`src/rtl/sram_async_seq_pkg.sv`:
```
package sram_async_seq_pkg;

  typedef enum logic [2:0] {
    SQ_IDLE,
    SQ_WSETUP,
    SQ_WPULSE,
    SQ_WHOLD,
    SQ_RACC
  } seq_state_e;

  // internal strobe intent, active high
  typedef struct packed {
    logic sel;
    logic rd_en;
    logic wr_en;
    logic drive;
    logic done;
  } strobe_ctl_s;

  function automatic int ns_to_cyc(input int ns, input int period);
    int c;
    c = (ns + period - 1) / period;
    return (c < 1) ? 1 : c;
  endfunction

  function automatic int imax(input int a, input int b);
    return (a > b) ? a : b;
  endfunction

endpackage

```
`src/rtl/sram_seq_fsm.sv`:
```
module sram_seq_fsm
  import sram_async_seq_pkg::*;
#(
  parameter int SETUP_CYC = 1,
  parameter int WE_CYC    = 9,
  parameter int HOLD_CYC  = 1,
  parameter int RD_CYC    = 9,
  parameter int DRV_WAIT  = 5
) (
  input  logic        clk,
  input  logic        rst,
  input  logic        req,
  input  logic        req_wr,
  output strobe_ctl_s ctl_nxt,
  output logic        accept,
  output logic        capture
);

  localparam int MAXC  = imax(imax(SETUP_CYC, WE_CYC), imax(HOLD_CYC, RD_CYC));
  localparam int CNT_W = $clog2(MAXC + 1);
  localparam logic [CNT_W-1:0] LAST_SETUP = CNT_W'(SETUP_CYC - 1);
  localparam logic [CNT_W-1:0] LAST_WE    = CNT_W'(WE_CYC - 1);
  localparam logic [CNT_W-1:0] LAST_HOLD  = CNT_W'(HOLD_CYC - 1);
  localparam logic [CNT_W-1:0] LAST_RD    = CNT_W'(RD_CYC - 1);
  localparam logic [CNT_W-1:0] DRV_START  = CNT_W'(DRV_WAIT);

  seq_state_e       st, nst;
  logic [CNT_W-1:0] cnt, ncnt;
  logic             fin;

  always_comb begin
    nst     = st;
    ncnt    = cnt + 1'b1;
    accept  = 1'b0;
    capture = 1'b0;
    fin     = 1'b0;
    unique case (st)
      SQ_IDLE: begin
        ncnt = '0;
        if (req) begin
          accept = 1'b1;
          nst    = req_wr ? SQ_WSETUP : SQ_RACC;
        end
      end
      SQ_WSETUP: if (cnt == LAST_SETUP) begin nst = SQ_WPULSE; ncnt = '0; end
      SQ_WPULSE: if (cnt == LAST_WE)    begin nst = SQ_WHOLD;  ncnt = '0; end
      SQ_WHOLD:  if (cnt == LAST_HOLD)  begin nst = SQ_IDLE;   ncnt = '0; fin = 1'b1; end
      SQ_RACC:   if (cnt == LAST_RD) begin
        nst     = SQ_IDLE;
        ncnt    = '0;
        fin     = 1'b1;
        capture = 1'b1;
      end
      default: begin nst = SQ_IDLE; ncnt = '0; end
    endcase
  end

  always_comb begin
    ctl_nxt.sel   = (nst != SQ_IDLE);
    ctl_nxt.rd_en = (nst == SQ_RACC);
    ctl_nxt.wr_en = (nst == SQ_WPULSE);
    ctl_nxt.drive = ((nst == SQ_WPULSE) && (ncnt >= DRV_START)) || (nst == SQ_WHOLD);
    ctl_nxt.done  = fin;
  end

  always_ff @(posedge clk) begin
    if (rst) begin
      st  <= SQ_IDLE;
      cnt <= '0;
    end else begin
      st  <= nst;
      cnt <= ncnt;
    end
  end

  // a new access only starts from idle
  assert_accept_idle_R9: assert property (@(posedge clk) disable iff (rst)
    accept |-> (st == SQ_IDLE));

  // read data is captured only at the end of a read
  assert_capture_read_R8: assert property (@(posedge clk) disable iff (rst)
    capture |-> (st == SQ_RACC));

endmodule

```
`src/rtl/sram_pin_io.sv`:
```
module sram_pin_io
  import sram_async_seq_pkg::*;
#(
  parameter int ADDR_W = 18,
  parameter int DATA_W = 8
) (
  input  logic              clk,
  input  logic              rst,
  input  strobe_ctl_s       ctl_nxt,
  input  logic              accept,
  input  logic              capture,
  input  logic [ADDR_W-1:0] addr_in,
  input  logic [DATA_W-1:0] wdata_in,
  input  logic [DATA_W-1:0] dq_in,
  output logic [ADDR_W-1:0] addr_q,
  output logic              cs_n_q,
  output logic              cs_q,
  output logic              oe_n_q,
  output logic              we_n_q,
  output logic [DATA_W-1:0] dq_out_q,
  output logic              drive_q,
  output logic [DATA_W-1:0] rdata_q,
  output logic              ack_q
);

  always_ff @(posedge clk) begin
    if (rst) begin
      addr_q   <= '0;
      dq_out_q <= '0;
      rdata_q  <= '0;
      cs_n_q   <= 1'b1;
      cs_q     <= 1'b0;
      oe_n_q   <= 1'b1;
      we_n_q   <= 1'b1;
      drive_q  <= 1'b0;
      ack_q    <= 1'b0;
    end else begin
      if (accept) begin
        addr_q   <= addr_in;
        dq_out_q <= wdata_in;
      end
      if (capture) rdata_q <= dq_in;
      cs_n_q  <= ~ctl_nxt.sel;
      cs_q    <= ctl_nxt.sel;
      oe_n_q  <= ~ctl_nxt.rd_en;
      we_n_q  <= ~ctl_nxt.wr_en;
      drive_q <= ctl_nxt.drive;
      ack_q   <= ctl_nxt.done;
    end
  end

  assert_no_contention_R5: assert property (@(posedge clk) disable iff (rst)
    drive_q |-> oe_n_q);

  assert_sel_pair_R2: assert property (@(posedge clk) disable iff (rst)
    cs_n_q == ~cs_q);

  assert_oe_off_in_write_R3: assert property (@(posedge clk) disable iff (rst)
    !we_n_q |-> (oe_n_q && !cs_n_q && cs_q));

  assert_sel_before_we_R3: assert property (@(posedge clk) disable iff (rst)
    $fell(we_n_q) |-> $past(!cs_n_q && cs_q));

  assert_hold_after_we_R6: assert property (@(posedge clk) disable iff (rst)
    $rose(we_n_q) |-> (drive_q && !cs_n_q));

  assert_addr_stable_read_R7: assert property (@(posedge clk) disable iff (rst)
    (!oe_n_q && $past(!oe_n_q)) |-> $stable(addr_q));

  assert_ack_pulse_R9: assert property (@(posedge clk) disable iff (rst)
    ack_q |=> !ack_q);

endmodule

```
`src/rtl/sram_async_seq.sv`:
```
module sram_async_seq
  import sram_async_seq_pkg::*;
#(
  parameter int ADDR_W       = 18,
  parameter int DATA_W       = 8,
  parameter int CLK_NS       = 8,
  parameter int T_CYCLE_NS   = 70,
  parameter int T_ADDR_WE_NS = 65,
  parameter int T_WE_PW_NS   = 60,
  parameter int T_DSU_NS     = 30,
  parameter int T_WE_HZ_NS   = 33,
  parameter int T_OE_HZ_NS   = 25
) (
  input  logic              clk,
  input  logic              rst,
  input  logic              host_req,
  input  logic              host_wr,
  input  logic [ADDR_W-1:0] host_addr,
  input  logic [DATA_W-1:0] host_wdata,
  output logic              host_ack,
  output logic [DATA_W-1:0] host_rdata,
  output logic [ADDR_W-1:0] mem_addr,
  output logic              mem_cs_n,
  output logic              mem_cs,
  output logic              mem_oe_n,
  output logic              mem_we_n,
  output logic [DATA_W-1:0] mem_dq_out,
  output logic              mem_dq_drive,
  input  logic [DATA_W-1:0] mem_dq_in
);

  localparam int DRV_WAIT  = imax(ns_to_cyc(T_WE_HZ_NS, CLK_NS), ns_to_cyc(T_OE_HZ_NS, CLK_NS));
  localparam int WE_CYC    = imax(ns_to_cyc(T_WE_PW_NS, CLK_NS), DRV_WAIT + ns_to_cyc(T_DSU_NS, CLK_NS));
  localparam int SETUP_CYC = imax(1, ns_to_cyc(T_ADDR_WE_NS, CLK_NS) - WE_CYC);
  localparam int HOLD_CYC  = imax(1, ns_to_cyc(T_CYCLE_NS, CLK_NS) - SETUP_CYC - WE_CYC);
  localparam int RD_CYC    = ns_to_cyc(T_CYCLE_NS, CLK_NS);

  strobe_ctl_s ctl_nxt;
  logic        accept;
  logic        capture;

  sram_seq_fsm #(
    .SETUP_CYC(SETUP_CYC),
    .WE_CYC   (WE_CYC),
    .HOLD_CYC (HOLD_CYC),
    .RD_CYC   (RD_CYC),
    .DRV_WAIT (DRV_WAIT)
  ) fsm_i (
    .clk    (clk),
    .rst    (rst),
    .req    (host_req),
    .req_wr (host_wr),
    .ctl_nxt(ctl_nxt),
    .accept (accept),
    .capture(capture)
  );

  sram_pin_io #(
    .ADDR_W(ADDR_W),
    .DATA_W(DATA_W)
  ) pins_i (
    .clk     (clk),
    .rst     (rst),
    .ctl_nxt (ctl_nxt),
    .accept  (accept),
    .capture (capture),
    .addr_in (host_addr),
    .wdata_in(host_wdata),
    .dq_in   (mem_dq_in),
    .addr_q  (mem_addr),
    .cs_n_q  (mem_cs_n),
    .cs_q    (mem_cs),
    .oe_n_q  (mem_oe_n),
    .we_n_q  (mem_we_n),
    .dq_out_q(mem_dq_out),
    .drive_q (mem_dq_drive),
    .rdata_q (host_rdata),
    .ack_q   (host_ack)
  );

endmodule

```
`config.mk`:
```
export PLATFORM = sky130hd
export DESIGN_NAME = sram_async_seq
export DESIGN_NICKNAME = d
export VERILOG_FILES = /design/src/rtl/sram_async_seq_pkg.sv /design/src/rtl/sram_seq_fsm.sv /design/src/rtl/sram_pin_io.sv /design/src/rtl/sram_async_seq.sv
export SDC_FILE = /design/constraint.sdc
export NUM_CORES = 1
export LEC_CHECK = 0
export BUFFER_PORTS_ARGS = -buffer_cell sky130_fd_sc_hd__buf_2
export CAP_MARGIN = 20
export CORE_MARGIN = 10
export CORE_UTILIZATION = 45
export DETAILED_ROUTE_END_ITERATION = 6
export PLACE_DENSITY = 0.78
export SLEW_MARGIN = 20
export SYNTH_ARGS = -nofsm -noshare
export SYNTH_HDL_FRONTEND = slang
export SYNTH_SLANG_ARGS = --single-unit
```
`constraint.sdc`:
```
create_clock -name clk -period 2.5 [get_ports clk]
set_input_delay 0.375 -clock clk [delete_from_list [all_inputs] [get_ports clk]]
set_output_delay 0.375 -clock clk [all_outputs]
set_load 0.03 [all_outputs]
```
==> flow_summary.html, run 1 <==
<table>
<tr><th>Metric</th><th>Value</th></tr>
<tr><th colspan="2">Yosys</th></tr>
<tr><td>Synth Flop Type</td><td>sky130_fd_sc_hd__dfxtp_1</td></tr>
<tr><td>Count of cell types in the netlist</td><td>37</td></tr>
<tr><td>Share of the yosys chip area belonging to registers</td><td>50.54%</td></tr>
<tr><td>Synth area leaders</td><td>sky130_fd_sc_hd__dfxtp_1 (51%), sky130_fd_sc_hd__nand2_1 (11%), sky130_fd_sc_hd__a21oi_1 (7.5%)</td></tr>
<tr><td>Post-synthesis average cell area</td><td>9.038 sq um</td></tr>
<tr><td>Most common cell in the netlist</td><td>sky130_fd_sc_hd__nand2_1</td></tr>
<tr><td>Mux contribution to synthesized area</td><td>5.108%</td></tr>
<tr><td>Ranking of synthesized cells by instance count</td><td>sky130_fd_sc_hd__nand2_1 (55), sky130_fd_sc_hd__dfxtp_1 (47), sky130_fd_sc_hd__a21oi_1 (28)</td></tr>
<tr><td>Share of the synthesized area in compound gates (AO/OA/AOI/OAI)</td><td>12.63%</td></tr>
<tr><td>Flop and latch count out of synthesis</td><td>47</td></tr>
<tr><td>Fraction of post-synthesis cell area in the top cell type by area</td><td>50.54%</td></tr>
<tr><td>Ys async rst share</td><td>0%</td></tr>
<tr><td>Xor/xnor share of the synthesized area</td><td>0.9409%</td></tr>
<tr><td>Number of standard cells after synthesis</td><td>206</td></tr>
<tr><td>Count of warnings emitted by yosys</td><td>0</td></tr>
<tr><td>Main combinational cell family by area after synthesis</td><td>simple AND/OR/NAND/NOR gates</td></tr>
<tr><td>Area share of fa/ha/maj cells after synthesis</td><td>1.344%</td></tr>
<tr><td>Cell taking the most area after synthesis</td><td>sky130_fd_sc_hd__dfxtp_1</td></tr>
<tr><td>Post-synth EDFFs</td><td>0</td></tr>
<tr><td>Basic-gate share of the synthesized area counting and, or, nand and nor cells</td><td>23.12%</td></tr>
<tr><td>Synthesized net count</td><td>246</td></tr>
<tr><td>Netlist area before placement</td><td>0.001862 sq mm</td></tr>
<tr><th colspan="2">GRT</th></tr>
<tr><td>Final global-route overflow total</td><td>0</td></tr>
<tr><td>Via count of the first global-routing pass</td><td>1539</td></tr>
<tr><td>GRT Total Usage</td><td>12.21%</td></tr>
<tr><td>First-pass GRT wire length</td><td>7369 um</td></tr>
<tr><td>Largest net degree at the start of global routing</td><td>28</td></tr>
<tr><td>Number of antenna violations at the first check in global routing</td><td>0</td></tr>
<tr><th colspan="2">Pwr</th></tr>
<tr><td>Total power after layout</td><td>1.578 mW</td></tr>
<tr><td>Flop pwr share</td><td>52.2%</td></tr>
<tr><td>Power per cell area</td><td>678.6 mW/mm^2</td></tr>
<tr><td>Switching power</td><td>458.2 uW</td></tr>
<tr><td>Switching Share</td><td>29.04%</td></tr>
<tr><td>Logic gate share of total power</td><td>19.3%</td></tr>
<tr><td>Static leakage</td><td>1.119 nW</td></tr>
<tr><td>Clock share of power</td><td>28.5%</td></tr>
<tr><td>Max IR drop VDD</td><td>0.2904 mV</td></tr>
<tr><td>Internal power</td><td>1.119 mW</td></tr>
<tr><th colspan="2">Routing</th></tr>
<tr><td>Final routed wire length divided by cell count</td><td>13.47 um</td></tr>
<tr><td>Post-Route WL</td><td>4445 um</td></tr>
<tr><td>Count of vias placed by the detailed router</td><td>1588</td></tr>
<tr><td>Post-detailed-route DRC marker count</td><td>0</td></tr>
<tr><td>Total iterations of the first detailed-routing run</td><td>4</td></tr>
<tr><td>Number of violations reported at the end of detailed-routing iteration 0</td><td>80</td></tr>
<tr><td>Antenna Violating Nets Remaining</td><td>0</td></tr>
<tr><td>Average vias per placed instance</td><td>4.812</td></tr>
<tr><th colspan="2">Finish</th></tr>
<tr><td>Final net count</td><td>320</td></tr>
<tr><td>Fraction of layout cells with a size suffix above 1</td><td>33.57%</td></tr>
<tr><td>Area of the multi-input gates</td><td>803.3 sq um</td></tr>
<tr><td>Number of fill cells in the layout</td><td>381</td></tr>
<tr><td>Register cell area after layout</td><td>940.9 sq um</td></tr>
<tr><td>Synthesis-to-layout area growth</td><td>24.87%</td></tr>
<tr><td>Area of all placed cells without fillers</td><td>0.002325 sq mm</td></tr>
<tr><td>Final antenna diode count</td><td>0</td></tr>
<tr><th colspan="2">STA</th></tr>
<tr><td>Highest clock frequency the design can meet</td><td>534.5 MHz</td></tr>
<tr><td>Slew Viols, Final</td><td>0</td></tr>
<tr><td>Actual transition at the worst max-transition pin</td><td>600.8 ps</td></tr>
<tr><td>Total Negative Setup Slacks</td><td>0 ps</td></tr>
<tr><td>Share of the clock period used by the worst path</td><td>74.84%</td></tr>
<tr><td>Setup-violating endpoint count in the final report</td><td>0</td></tr>
<tr><td>Headroom to the max-slew limit</td><td>59.83%</td></tr>
<tr><td>Hold Vio Cnt, Final</td><td>0</td></tr>
<tr><td>Max Clock Skew</td><td>2.149 ps</td></tr>
<tr><td>Unrepaired setup endpoints after global routing</td><td>no</td></tr>
<tr><td>Final worst path period need</td><td>1871 ps</td></tr>
<tr><th colspan="2">Setup path</th></tr>
<tr><td>Worst reg-to-reg path cell count</td><td>5</td></tr>
<tr><td>Arr. time, crit path</td><td>2040 ps</td></tr>
<tr><td>Reg2reg setup slack</td><td>630 ps</td></tr>
<tr><td>Worst Setup End Kind</td><td>register</td></tr>
<tr><td>Worst endpoint required time</td><td>2670 ps</td></tr>
<tr><td>Critical path class</td><td>register to register</td></tr>
<tr><td>Max FO, Critical Path</td><td>6</td></tr>
<tr><td>Critical Path Source Type</td><td>register</td></tr>
<tr><th colspan="2">Hold path</th></tr>
<tr><td>Number of stages on the worst hold path</td><td>3</td></tr>
<tr><td>Min-delay worst type</td><td>input port to register</td></tr>
<tr><th colspan="2">Place</th></tr>
<tr><td>Instance area at placement</td><td>0.002237 sq mm</td></tr>
<tr><td>Half-perimeter wire length after placement</td><td>3350 um</td></tr>
<tr><td># port buffers</td><td>77</td></tr>
<tr><td>Final weighted congestion of routability-driven global placement</td><td>0.7560</td></tr>
<tr><th colspan="2">Floorplanning</th></tr>
<tr><td>Standard-cell row count</td><td>23</td></tr>
<tr><td>Initial Utilization</td><td>46.54%</td></tr>
<tr><td>Core area</td><td>0.004000 sq mm</td></tr>
<tr><td>Boundary Pins</td><td>78</td></tr>
<tr><td>Vertical die dimension</td><td>84.32 um</td></tr>
<tr><td>Die Span X</td><td>84.32 um</td></tr>
<tr><td>Die area</td><td>0.007110 sq mm</td></tr>
<tr><th colspan="2">Clocking</th></tr>
<tr><td>Count of cells resized by post-cts repair</td><td>0</td></tr>
<tr><td>Num CTS Buffers</td><td>5</td></tr>
<tr><td># Post-CTS Setup Buffers</td><td>0</td></tr>
<tr><td>H-tree levels</td><td>2</td></tr>
<tr><td>Buffer depth of the longest clock path</td><td>2</td></tr>
<tr><td>TritonCTS clock tree</td><td>yes</td></tr>
<tr><td>Clk_lat worst skew</td><td>280 ps</td></tr>
<tr><td>Clk pin slew, worst setup/hold paths</td><td>80 ps</td></tr>
<tr><td>Library cell used as clock root buffer</td><td>sky130_fd_sc_hd__clkbuf_8</td></tr>
<tr><td>Hold Buf Count CTS</td><td>0</td></tr>
<tr><td>Sinks on the clock net</td><td>47</td></tr>
<tr><th colspan="2">Status</th></tr>
<tr><td>Result of the run</td><td>finished clean</td></tr>
<tr><th colspan="2">Flow run</th></tr>
<tr><td>Total of max-cap violations</td><td>0</td></tr>
</table>
-- power by group through the flow --
| stage | clock (mW) | combinational [mW] | sequential [mW] |
|---|---|---|---|
| after floorplan | 0 | 0.144 | 0.916 |
| after global placement | 0 | 0.306 | 0.839 |
| after detailed placement | 0 | 0.308 | 0.842 |
| after CTS | 0.467 | 0.309 | 0.824 |
| after global routing | 0.499 | 0.335 | 0.831 |
| final | 0.449 | 0.305 | 0.824 |
-- worst max-delay path, stage by stage (launching register included) --
cell	delay, ps
sky130_fd_sc_hd__dfxtp_1	350
sky130_fd_sc_hd__inv_1	80
sky130_fd_sc_hd__ha_1	200
sky130_fd_sc_hd__nor4bb_4	390
sky130_fd_sc_hd__mux2_4	370
sky130_fd_sc_hd__or3_1	370
-- state kept, by name, indices dropped and copies added (netlist names), 3 cells and up --
signal,count
fsm_i.cnt,4
fsm_i.st,3
pins_i.addr_q,18
pins_i.dq_out_q,8
pins_i.rdata_q,8
-- path summary, 6_finish.rpt --
path | startpoint | end
setup reg to reg | fsm_i.cnt[0] | pins_i.cs_q
setup / recovery | fsm_i.cnt[0] | pins_i.cs_q
hold reg to reg | pins_i.addr_q[17] | pins_i.addr_q[17]
hold / removal | host_addr[9] | pins_i.addr_q[9]
-- through the flow --
step	hold slack (ps)	worst slack, ps	utilization, %	instances
after detailed placement	443.3	661.5	55.93	323
after global routing	306.0	487.0	58.12	330
after global placement	438.3	721.4	55.93	323
after floorplan	438.4	765.9	-	206
final	316.7	629.0	58.12	330
after CTS	306.8	642.7	58.12	330
-- area by class of cell --
type	instances	share of cell area [%]
clock inverter	1	0.2153
multi-input combinational	140	34.55
timing repair buffer	80	17.55
clock buffer	6	3.552
inverter	6	0.9688
tap	50	2.691
sequential	47	40.47
-- cells by family after synthesis --
family / count (synthesis)
AND/OR/NAND/NOR: 89
flip-flops: 47
AO/OA/AOI/OAI: 38
buffers and inverters: 19
multiplexers: 9
XOR/XNOR: 2
adder cells (fa/ha/maj): 2
-- metal layers --
layer  share of wire, %  vias to the layer above  GRT usage, %  wire length [um]
li1                   -                      828             -                 -
met1                 43                      706         14.10              1891
met2                 47                       47         19.78              2109
met3                8.3                        7         4.638               370
met4                1.7                        0         5.023                74
met5                  0                        -             0                 0
-- placed cells by master (no fill, tap or decap), drive strengths merged, types with 3 or more instances in the layout --
master  instances
dfxtp          47
nor3            3
clkbuf          6
nor2           15
nand3b          3
inv             6
a21oi          29
nand2          56
mux2i           8
buf            80
Power figures use the tool's default switching activity.
==> run 2, diff against run 1 <==
--- a/config.mk
+++ b/config.mk
@@ -5,12 +5,13 @@
 export SDC_FILE = /design/constraint.sdc
 export NUM_CORES = 1
 export LEC_CHECK = 0
+export ABC_AREA = 1
 export BUFFER_PORTS_ARGS = -buffer_cell sky130_fd_sc_hd__buf_2
 export CAP_MARGIN = 20
 export CORE_MARGIN = 10
-export CORE_UTILIZATION = 45
+export CORE_UTILIZATION = 42
 export DETAILED_ROUTE_END_ITERATION = 6
-export PLACE_DENSITY = 0.78
+export PLACE_DENSITY = 0.77
 export SLEW_MARGIN = 20
 export SYNTH_ARGS = -nofsm -noshare
 export SYNTH_HDL_FRONTEND = slang
==> constraint.sdc (replaced) <==
create_clock -name clk -period 1.7 [get_ports clk]
set_input_delay 0.255 -clock clk [delete_from_list [all_inputs] [get_ports clk]]
set_output_delay 0.255 -clock clk [all_outputs]
set_load 0.03 [all_outputs]
==> flow_summary.html, run 2 <==
<table>
<tr><th>Metric</th><th>Value</th></tr>
<tr><th colspan="2">Setup path</th></tr>
<tr><td>Max FO, Critical Path</td><td>8 (+2)</td></tr>
<tr><td>Logic depth of the worst setup path including buffers</td><td>7 (+2)</td></tr>
<tr><td>CP Capture Point</td><td>pins_i.rdata_q[0]</td></tr>
<tr><td>Largest stage delay on the critical path</td><td>340 ps (-50 ps)</td></tr>
<tr><td>Arr. time, crit path</td><td>1660 ps (-380 ps)</td></tr>
<tr><td>Critical-path cell list</td><td>inv_1 -&gt; ha_1 -&gt; nand3_1 -&gt; nor3_4 -&gt; buf_4 -&gt; o21ai_0 -&gt; nor2_1</td></tr>
<tr><td>Worst reg2reg path startpoint</td><td>fsm_i.cnt[0]</td></tr>
<tr><td>Reg-to-Reg End</td><td>pins_i.rdata_q[0]</td></tr>
<tr><td>Critical Path Slowest Stage Cell</td><td>sky130_fd_sc_hd__dfxtp_1</td></tr>
<tr><td>Worst reg-to-reg path cell count</td><td>7 (+2)</td></tr>
<tr><td>Worst Setup End Kind</td><td>register</td></tr>
<tr><td>Critical Path Source Type</td><td>register</td></tr>
<tr><td>Launch point of the critical path</td><td>fsm_i.cnt[0]</td></tr>
<tr><td>Reg2reg setup slack</td><td>270 ps (-360 ps)</td></tr>
<tr><td>Cell family contributing the most delay on the critical path</td><td>simple AND/OR/NAND/NOR gates</td></tr>
<tr><td>Critical path class</td><td>register to register</td></tr>
<tr><td>Worst endpoint required time</td><td>1930 ps (-740 ps)</td></tr>
<tr><td>Critical path buffers and inverters</td><td>2 (+1)</td></tr>
<tr><th colspan="2">Hold path</th></tr>
<tr><td>Min-delay src</td><td>mem_dq_in[3]</td></tr>
<tr><td>Min-delay worst type</td><td>input port to register</td></tr>
<tr><th colspan="2">Yosys</th></tr>
<tr><td>Post-synthesis average cell area</td><td>7.889 sq um (-13%)</td></tr>
<tr><td>Flop and latch count out of synthesis</td><td>47 (unchanged)</td></tr>
<tr><td>Netlist area before placement</td><td>0.001783 sq mm (-4.2%)</td></tr>
<tr><td>Most common cell in the netlist</td><td>sky130_fd_sc_hd__dfxtp_1</td></tr>
<tr><td>Synth area leaders</td><td>sky130_fd_sc_hd__dfxtp_1 (53%), sky130_fd_sc_hd__nand2_1 (9.5%), sky130_fd_sc_hd__nand3_1 (8.7%)</td></tr>
<tr><td>Number of standard cells after synthesis</td><td>226 (+9.7%)</td></tr>
<tr><td>Fraction of post-synthesis cell area in the top cell type by area</td><td>52.77% (+2.2 points)</td></tr>
<tr><td>Ys async rst share</td><td>0% (unchanged)</td></tr>
<tr><td>Synthesized net count</td><td>266 (+8.1%)</td></tr>
<tr><td>Share of the yosys chip area belonging to registers</td><td>52.77% (+2.2 points)</td></tr>
<tr><td>Cell taking the most area after synthesis</td><td>sky130_fd_sc_hd__dfxtp_1</td></tr>
<tr><td>Count of cell types in the netlist</td><td>21 (-43%)</td></tr>
<tr><td>Post-synth EDFFs</td><td>0 (unchanged)</td></tr>
<tr><td>Synth Flop Type</td><td>sky130_fd_sc_hd__dfxtp_1</td></tr>
<tr><td>Ranking of synthesized cells by instance count</td><td>sky130_fd_sc_hd__dfxtp_1 (47), sky130_fd_sc_hd__nand2_1 (45), sky130_fd_sc_hd__nand3_1 (31)</td></tr>
<tr><td>Count of warnings emitted by yosys</td><td>0 (unchanged)</td></tr>
<tr><th colspan="2">Pwr</th></tr>
<tr><td>Logic gate share of total power</td><td>21.1% (+1.8 points)</td></tr>
<tr><td>Static leakage</td><td>1.153 nW (+3.1%)</td></tr>
<tr><td>Flop pwr share</td><td>52.1% (about the same)</td></tr>
<tr><td>Switching Share</td><td>30.36% (+1.3 points)</td></tr>
<tr><td>Max IR drop VDD</td><td>0.7116 mV (+150%)</td></tr>
<tr><td>Internal power</td><td>1.615 mW (+44%)</td></tr>
<tr><td>Switching power</td><td>703.9 uW (+54%)</td></tr>
<tr><td>Clock share of power</td><td>26.8% (-1.7 points)</td></tr>
<tr><td>Power per cell area</td><td>1009 mW/mm^2 (+49%)</td></tr>
<tr><th colspan="2">Floorplanning</th></tr>
<tr><td>Standard-cell row count</td><td>23 (unchanged)</td></tr>
<tr><td>Core area</td><td>0.004058 sq mm (+1.4%)</td></tr>
<tr><td>Die area</td><td>0.007251 sq mm (+2.0%)</td></tr>
<tr><td>Boundary Pins</td><td>78 (unchanged)</td></tr>
<tr><td>Vertical die dimension</td><td>85.16 um (+0.99%)</td></tr>
<tr><td>Initial Utilization</td><td>43.94% (-2.6 points)</td></tr>
<tr><td>Die Span X</td><td>85.16 um (+0.99%)</td></tr>
<tr><th colspan="2">Routing</th></tr>
<tr><td>Count of vias placed by the detailed router</td><td>1714 (+7.9%)</td></tr>
<tr><td>Final routed wire length divided by cell count</td><td>13.60 um (+0.97%)</td></tr>
<tr><td>Number of violations reported at the end of detailed-routing iteration 0</td><td>69 (-14%)</td></tr>
<tr><td>Total iterations of the first detailed-routing run</td><td>4 (unchanged)</td></tr>
<tr><td>Post-detailed-route DRC marker count</td><td>0 (unchanged)</td></tr>
<tr><td>Average vias per placed instance</td><td>4.828 (+0.33%)</td></tr>
<tr><td>Post-Route WL</td><td>4828 um (+8.6%)</td></tr>
<tr><td>Wire length the detailed router placed on met1</td><td>2001 um (+5.8%)</td></tr>
<tr><td>Antenna Violating Nets Remaining</td><td>0 (unchanged)</td></tr>
<tr><td>Detail Route met2 WL</td><td>2233 um (+5.9%)</td></tr>
<tr><td>Wire length on met3</td><td>502 um (+36%)</td></tr>
<tr><td>Highest Signal Layer</td><td>met4</td></tr>
<tr><th colspan="2">Finish</th></tr>
<tr><td>Share of the core filled with cells</td><td>56.61% (-1.5 points)</td></tr>
<tr><td>Final net count</td><td>344 (+7.5%)</td></tr>
<tr><td>Most frequent cells in the layout</td><td>sky130_fd_sc_hd__buf_2 (77), sky130_fd_sc_hd__dfxtp_1 (47), sky130_fd_sc_hd__nand2_1 (45)</td></tr>
<tr><td>Largest reg by FF count</td><td>pins_i.addr_q</td></tr>
<tr><td>Top Registers</td><td>pins_i.addr_q (18), pins_i.dq_out_q (8), pins_i.rdata_q (8)</td></tr>
<tr><td>Largest register FFs</td><td>18 (unchanged)</td></tr>
<tr><td>Final antenna diode count</td><td>0 (unchanged)</td></tr>
<tr><td>Synthesis-to-layout area growth</td><td>28.84%</td></tr>
<tr><td>Fraction of layout cells with a size suffix above 1</td><td>31.48% (-2.1 points)</td></tr>
<tr><td>Most common cell after layout, fill and taps aside</td><td>sky130_fd_sc_hd__buf_2</td></tr>
<tr><td>Post-layout instance count excluding filler cells</td><td>355 (+7.6%)</td></tr>
<tr><th colspan="2">Place</th></tr>
<tr><td># port buffers</td><td>77 (unchanged)</td></tr>
<tr><td>Total placed cells including tap cells</td><td>347 (+7.4%)</td></tr>
<tr><td>Pre-CTS setup slack</td><td>284.2 ps (-377.3 ps)</td></tr>
<tr><td>Final weighted congestion of routability-driven global placement</td><td>0.9022 (+19%)</td></tr>
<tr><td>Half-perimeter wire length after placement</td><td>3670 um (+9.6%)</td></tr>
<tr><th colspan="2">STA</th></tr>
<tr><td>Unrepaired setup endpoints after global routing</td><td>no</td></tr>
<tr><td>Share of the clock period used by the worst path</td><td>84.17% (+9.3 points)</td></tr>
<tr><td>Total Negative Setup Slacks</td><td>0 ps (unchanged)</td></tr>
<tr><td>Setup WS post-layout</td><td>269.1 ps (-359.9 ps)</td></tr>
<tr><td>Headroom to the max-slew limit</td><td>77.64% (+18 points)</td></tr>
<tr><td>Actual transition at the worst max-transition pin</td><td>335.0 ps (-265.8 ps)</td></tr>
<tr><td>Slew Viols, Final</td><td>0 (unchanged)</td></tr>
<tr><td>Tightest hold margin</td><td>180.4 ps (-136.4 ps)</td></tr>
<tr><td>Setup-violating endpoint count in the final report</td><td>0 (unchanged)</td></tr>
<tr><td>Max Clock Skew</td><td>5.323 ps (+3.173 ps)</td></tr>
<tr><td>Hold Vio Cnt, Final</td><td>0 (unchanged)</td></tr>
<tr><td>Final worst path period need</td><td>1431 ps (-440.1 ps)</td></tr>
<tr><td>Highest clock frequency the design can meet</td><td>698.8 MHz (+31%)</td></tr>
<tr><th colspan="2">Clocking</th></tr>
<tr><td>Hold Buf Count CTS</td><td>0 (unchanged)</td></tr>
<tr><td>TritonCTS clock tree</td><td>yes</td></tr>
<tr><td>Buffer depth of the longest clock path</td><td>2 (unchanged)</td></tr>
<tr><td>Clk_lat worst skew</td><td>290 ps (about the same)</td></tr>
<tr><td>Clk pin slew, worst setup/hold paths</td><td>70 ps (about the same)</td></tr>
<tr><td># Post-CTS Setup Buffers</td><td>0 (unchanged)</td></tr>
<tr><td>Sinks on the clock net</td><td>47 (unchanged)</td></tr>
<tr><td>Num CTS Buffers</td><td>5 (unchanged)</td></tr>
<tr><td>Library cell used as clock root buffer</td><td>sky130_fd_sc_hd__clkbuf_8</td></tr>
<tr><td>Count of cells resized by post-cts repair</td><td>0 (unchanged)</td></tr>
<tr><td>H-tree levels</td><td>2 (unchanged)</td></tr>
<tr><th colspan="2">GRT</th></tr>
<tr><td>Via count of the first global-routing pass</td><td>1696 (+10%)</td></tr>
<tr><td>Largest net degree at the start of global routing</td><td>31 (+11%)</td></tr>
<tr><td>First-pass GRT wire length</td><td>7969 um (+8.1%)</td></tr>
<tr><td>Number of antenna violations at the first check in global routing</td><td>0 (unchanged)</td></tr>
<tr><td>Final global-route overflow total</td><td>0 (unchanged)</td></tr>
<tr><td>GRT Total Usage</td><td>13.45% (+1.2 points)</td></tr>
<tr><th colspan="2">Flow run</th></tr>
<tr><td>Total of max-cap violations</td><td>0 (unchanged)</td></tr>
<tr><th colspan="2">Status</th></tr>
<tr><td>Result of the run</td><td>finished clean</td></tr>
</table>
run 2: stage by stage:
step	cell area (sq um)	power, mW
2_1_floorplan	1783	1.569
3_3_place_gp	2216	1.719
3_5_place_dp	2216	1.727
4_1_cts	2297	2.352
5_1_grt	2297	2.454
6_report	2297	2.319
run 2: worst min-delay path by stage:
stage	endpoint	slack [ps]	cells after the start
after floorplan	pins_i.rdata_q[0]	390	2
after global placement	pins_i.addr_q[2]	450	2
after detailed placement	pins_i.addr_q[12]	450	2
after CTS	pins_i.rdata_q[3]	170	3
after global routing	pins_i.rdata_q[1]	180	3
final	pins_i.rdata_q[3]	180	3
run 2: tightest hold or removal path, cell delays in order:
cell	delay, ps
sky130_fd_sc_hd__buf_2	70
sky130_fd_sc_hd__nor2_1	30
sky130_fd_sc_hd__nor2_1	80
run 2: cell type report:
class | instances | area, sq um
tap | 50 | 62.56
timing repair buffer | 82 | 422.9
clock inverter | 1 | 5.005
multi-input combinational | 153 | 733.2
fill | 389 | 1760
inverter | 15 | 56.30
clock buffer | 7 | 76.32
sequential | 47 | 940.9
run 2: power groups by stage:
stage | clock, mW | combinational [mW] | sequential, mW
floorplan | 0 | 0.212 | 1.36
global placement | 0 | 0.488 | 1.23
detailed placement | 0 | 0.494 | 1.23
CTS | 0.649 | 0.495 | 1.21
global route | 0.694 | 0.543 | 1.22
finish | 0.622 | 0.488 | 1.21
run 2: cells by family after synthesis:
family                   count (synthesis)  share of synthesized area [%]
AO/OA/AOI/OAI                           37                          10.46
flip-flops                              47                          52.77
adder cells (fa/ha/maj)                  2                          1.403
AND/OR/NAND/NOR                        112                          28.28
XOR/XNOR                                 2                         0.9826
buffers and inverters                   26                          6.104
run 2: layer usage:
layer | global-route usage, % | up-vias
met5 | 0 | -
li1 | - | 891
met4 | 5.389 | 0
met2 | 21.59 | 57
met1 | 14.41 | 758
met3 | 7.361 | 8
==> run 3, diff against run 2 <==
--- a/config.mk
+++ b/config.mk
@@ -9,9 +9,9 @@
 export BUFFER_PORTS_ARGS = -buffer_cell sky130_fd_sc_hd__buf_2
 export CAP_MARGIN = 20
 export CORE_MARGIN = 10
-export CORE_UTILIZATION = 42
+export CORE_UTILIZATION = 45
 export DETAILED_ROUTE_END_ITERATION = 6
-export PLACE_DENSITY = 0.77
+export PLACE_DENSITY = 0.79
 export SLEW_MARGIN = 20
 export SYNTH_ARGS = -nofsm -noshare
 export SYNTH_HDL_FRONTEND = slang
==> constraint.sdc (replaced) <==
create_clock -name clk -period 1.4 [get_ports clk]
set_input_delay 0.21 -clock clk [delete_from_list [all_inputs] [get_ports clk]]
set_output_delay 0.21 -clock clk [all_outputs]
set_load 0.03 [all_outputs]
==> flow_summary.html, run 3 (synthesized netlist as in run 2, its figures left out) <==
<table>
<tr><th>Metric</th><th>Value</th></tr>
<tr><th colspan="2">GRT</th></tr>
<tr><td>Via count of the first global-routing pass</td><td>1651 (-2.7%)</td></tr>
<tr><td>First-pass GRT wire length</td><td>7797 um (-2.2%)</td></tr>
<tr><td>Final global-route overflow total</td><td>0 (unchanged)</td></tr>
<tr><td>Number of antenna violations at the first check in global routing</td><td>0 (unchanged)</td></tr>
<tr><td>GRT Total Usage</td><td>13.15% (-0.30 points)</td></tr>
<tr><td>Largest net degree at the start of global routing</td><td>31 (unchanged)</td></tr>
<tr><th colspan="2">Finish</th></tr>
<tr><td>Largest register FFs</td><td>18 (unchanged)</td></tr>
<tr><td>Largest reg by FF count</td><td>pins_i.addr_q</td></tr>
<tr><td>Share of the core filled with cells</td><td>66.34% (+9.7 points)</td></tr>
<tr><td>Post-layout instance count excluding filler cells</td><td>363 (+2.3%)</td></tr>
<tr><td>Most common cell after layout, fill and taps aside</td><td>sky130_fd_sc_hd__buf_2</td></tr>
<tr><td>Final antenna diode count</td><td>0 (unchanged)</td></tr>
<tr><td>Area of all placed cells without fillers</td><td>0.002484 sq mm (+8.1%)</td></tr>
<tr><td>Synthesis-to-layout area growth</td><td>39.30%</td></tr>
<tr><td>Final net count</td><td>354 (+2.9%)</td></tr>
<tr><td>Area of the multi-input gates</td><td>790.8 sq um (+7.8%)</td></tr>
<tr><td>Most frequent cells in the layout</td><td>sky130_fd_sc_hd__buf_2 (77), sky130_fd_sc_hd__nand2_1 (43), sky130_fd_sc_hd__dfxtp_1 (43)</td></tr>
<tr><td>Top Registers</td><td>pins_i.addr_q (18), pins_i.dq_out_q (8), pins_i.rdata_q (8)</td></tr>
<tr><td>Register cell area after layout</td><td>945.9 sq um (+0.53%)</td></tr>
<tr><td>Fraction of layout cells with a size suffix above 1</td><td>38.41% (+6.9 points)</td></tr>
<tr><td>Number of fill cells in the layout</td><td>320 (-18%)</td></tr>
<tr><th colspan="2">STA</th></tr>
<tr><td>Tightest hold margin</td><td>133.3 ps (-47.08 ps)</td></tr>
<tr><td>Actual transition at the worst max-transition pin</td><td>311.2 ps (-23.84 ps)</td></tr>
<tr><td>Highest clock frequency the design can meet</td><td>756.3 MHz (+8.2%)</td></tr>
<tr><td>Slew Viols, Final</td><td>0 (unchanged)</td></tr>
<tr><td>Share of the clock period used by the worst path</td><td>94.44% (+10 points)</td></tr>
<tr><td>Unrepaired setup endpoints after global routing</td><td>yes</td></tr>
<tr><td>Final worst path period need</td><td>1322 ps (-108.7 ps)</td></tr>
<tr><td>Headroom to the max-slew limit</td><td>79.25% (+1.6 points)</td></tr>
<tr><td>Max Clock Skew</td><td>6.011 ps (+0.6884 ps)</td></tr>
<tr><td>Total Negative Setup Slacks</td><td>0 ps (unchanged)</td></tr>
<tr><td>Setup-violating endpoint count in the final report</td><td>0 (unchanged)</td></tr>
<tr><td>Setup WS post-layout</td><td>77.82 ps (-191.3 ps)</td></tr>
<tr><td>Hold Vio Cnt, Final</td><td>0 (unchanged)</td></tr>
<tr><th colspan="2">Setup path</th></tr>
<tr><td>Arr. time, crit path</td><td>1560 ps (-100 ps)</td></tr>
<tr><td>Critical path class</td><td>register to register</td></tr>
<tr><td>Reg-to-Reg End</td><td>pins_i.rdata_q[1]</td></tr>
<tr><td>Worst reg2reg path startpoint</td><td>fsm_i.cnt[1]</td></tr>
<tr><td>Max FO, Critical Path</td><td>5 (-3)</td></tr>
<tr><td>Worst Setup End Kind</td><td>register</td></tr>
<tr><td>Reg2reg setup slack</td><td>80 ps (-190 ps)</td></tr>
<tr><td>Worst reg-to-reg path cell count</td><td>7 (unchanged)</td></tr>
<tr><td>Worst endpoint required time</td><td>1640 ps (-290 ps)</td></tr>
<tr><td>Critical Path Source Type</td><td>register</td></tr>
<tr><th colspan="2">Routing</th></tr>
<tr><td>Post-detailed-route DRC marker count</td><td>0 (unchanged)</td></tr>
<tr><td>Final routed wire length divided by cell count</td><td>13.37 um (-1.7%)</td></tr>
<tr><td>Post-Route WL</td><td>4853 um (+0.52%)</td></tr>
<tr><td>Average vias per placed instance</td><td>4.887 (+1.2%)</td></tr>
<tr><td>Number of violations reported at the end of detailed-routing iteration 0</td><td>132 (+91%)</td></tr>
<tr><td>Antenna Violating Nets Remaining</td><td>0 (unchanged)</td></tr>
<tr><td>Count of vias placed by the detailed router</td><td>1774 (+3.5%)</td></tr>
<tr><td>Total iterations of the first detailed-routing run</td><td>4 (unchanged)</td></tr>
<tr><th colspan="2">Floorplanning</th></tr>
<tr><td>Boundary Pins</td><td>78 (unchanged)</td></tr>
<tr><td>Standard-cell row count</td><td>22 (-4.3%)</td></tr>
<tr><td>Die Span X</td><td>82.95 um (-2.6%)</td></tr>
<tr><td>Initial Utilization</td><td>47.63% (+3.7 points)</td></tr>
<tr><td>Vertical die dimension</td><td>82.95 um (-2.6%)</td></tr>
<tr><td>Die area</td><td>0.006880 sq mm (-5.1%)</td></tr>
<tr><td>Core area</td><td>0.003744 sq mm (-7.7%)</td></tr>
<tr><th colspan="2">Clocking</th></tr>
<tr><td>Library cell used as clock root buffer</td><td>sky130_fd_sc_hd__clkbuf_8</td></tr>
<tr><td>Clk_lat worst skew</td><td>300 ps (about the same)</td></tr>
<tr><td>Hold Buf Count CTS</td><td>0 (unchanged)</td></tr>
<tr><td>H-tree levels</td><td>2 (unchanged)</td></tr>
<tr><td>Num CTS Buffers</td><td>5 (unchanged)</td></tr>
<tr><td>Sinks on the clock net</td><td>47 (unchanged)</td></tr>
<tr><td>TritonCTS clock tree</td><td>yes</td></tr>
<tr><td>Buffer depth of the longest clock path</td><td>2 (unchanged)</td></tr>
<tr><td>Clk pin slew, worst setup/hold paths</td><td>80 ps (about the same)</td></tr>
<tr><th colspan="2">Hold path</th></tr>
<tr><td>Min-delay worst type</td><td>input port to register</td></tr>
<tr><td>Min-delay src</td><td>mem_dq_in[7]</td></tr>
<tr><td>Destination of the worst hold path</td><td>pins_i.rdata_q[7]</td></tr>
<tr><td>Number of stages on the worst hold path</td><td>3 (unchanged)</td></tr>
<tr><th colspan="2">Place</th></tr>
<tr><td># port buffers</td><td>77 (unchanged)</td></tr>
<tr><td>Instance area at placement</td><td>0.002236 sq mm (+0.90%)</td></tr>
<tr><td>Total placed cells including tap cells</td><td>348 (+0.29%)</td></tr>
<tr><td>Pre-CTS setup slack</td><td>16.31 ps (-267.9 ps)</td></tr>
<tr><td>Half-perimeter wire length after placement</td><td>3566 um (-2.9%)</td></tr>
<tr><td>Final weighted congestion of routability-driven global placement</td><td>0.8261 (-8.4%)</td></tr>
<tr><th colspan="2">Flow run</th></tr>
<tr><td>Total of max-cap violations</td><td>0 (unchanged)</td></tr>
<tr><th colspan="2">Pwr</th></tr>
<tr><td>Max IR drop VDD</td><td>0.9272 mV (+30%)</td></tr>
<tr><td>Total power after layout</td><td>3.138 mW (+35%)</td></tr>
<tr><td>Power per cell area</td><td>1264 mW/mm^2 (+25%)</td></tr>
<tr><td>Static leakage</td><td>1.236 nW (+7.2%)</td></tr>
<tr><th colspan="2">Status</th></tr>
<tr><td>Result of the run</td><td>finished clean</td></tr>
</table>
[run 3: cell count changes in the layout (fill, tap and decap cells not counted), sizes merged]
cell / before / now
buf: 82 / 92
clkbuf: 7 / 5
bufinv: 0 / 1
inv: 15 / 16
[run 3: routing by layer]
layer / up-vias / track usage, % / share of wire, %
li1: 911 / - / -
met1: 784 / 16.30 / 42
met2: 74 / 20.11 / 47
met3: 5 / 6.055 / 9.5
met4: 0 / 3.231 / 0.91
met5: - / 0 / 0
[run 3: critical path, stage by stage, from the launching register on]
cell and delay, ps:
sky130_fd_sc_hd__dfxtp_2 340, sky130_fd_sc_hd__inv_1 80, sky130_fd_sc_hd__ha_4 160, sky130_fd_sc_hd__nand3_4 110, sky130_fd_sc_hd__nor3_4 260, sky130_fd_sc_hd__buf_6 160
sky130_fd_sc_hd__o21ai_0 70, sky130_fd_sc_hd__nor2_1 80
[run 3: cell type report]
class / count / share of cell area, %
flip-flops and latches: 47 / 38.09
multi-input cells: 153 / 31.84
repair buffers: 92 / 20.50
clock buffers: 5 / 2.771
inverters: 15 / 2.469
well taps: 48 / 2.418
clock inverters: 3 / 1.914
[run 3: worst max path at each step]
stage                             from           endpoint  slack [ps]  cells after the start
after global routing       fsm_i.st[0]      pins_i.cs_n_q         -30                     10
after detailed placement  fsm_i.cnt[0]  pins_i.rdata_q[4]          20                      7
final                     fsm_i.cnt[1]  pins_i.rdata_q[1]          80                      7
after CTS                 fsm_i.cnt[0]  pins_i.rdata_q[3]           3                      7
after global placement    fsm_i.cnt[0]      pins_i.cs_n_q          50                      9
after floorplan           fsm_i.cnt[0]  pins_i.rdata_q[0]          90                      7
[run 3: repair_timing]
action,in CTS,in global routing
pin swaps,1,4
buffers inserted,1,6
resized for setup,1,22
endpoints found under the setup margin,7,40
[run 3: power by group]
| part | internal, mW | switching, mW | total [mW] |
|---|---|---|---|
| Clock | 0.541 | 0.456 | 0.997 |
| Sequential | 1.42 | 0.0431 | 1.47 |
| Combinational | 0.245 | 0.429 | 0.674 |
| Total | 2.21 | 0.928 | 3.14 |
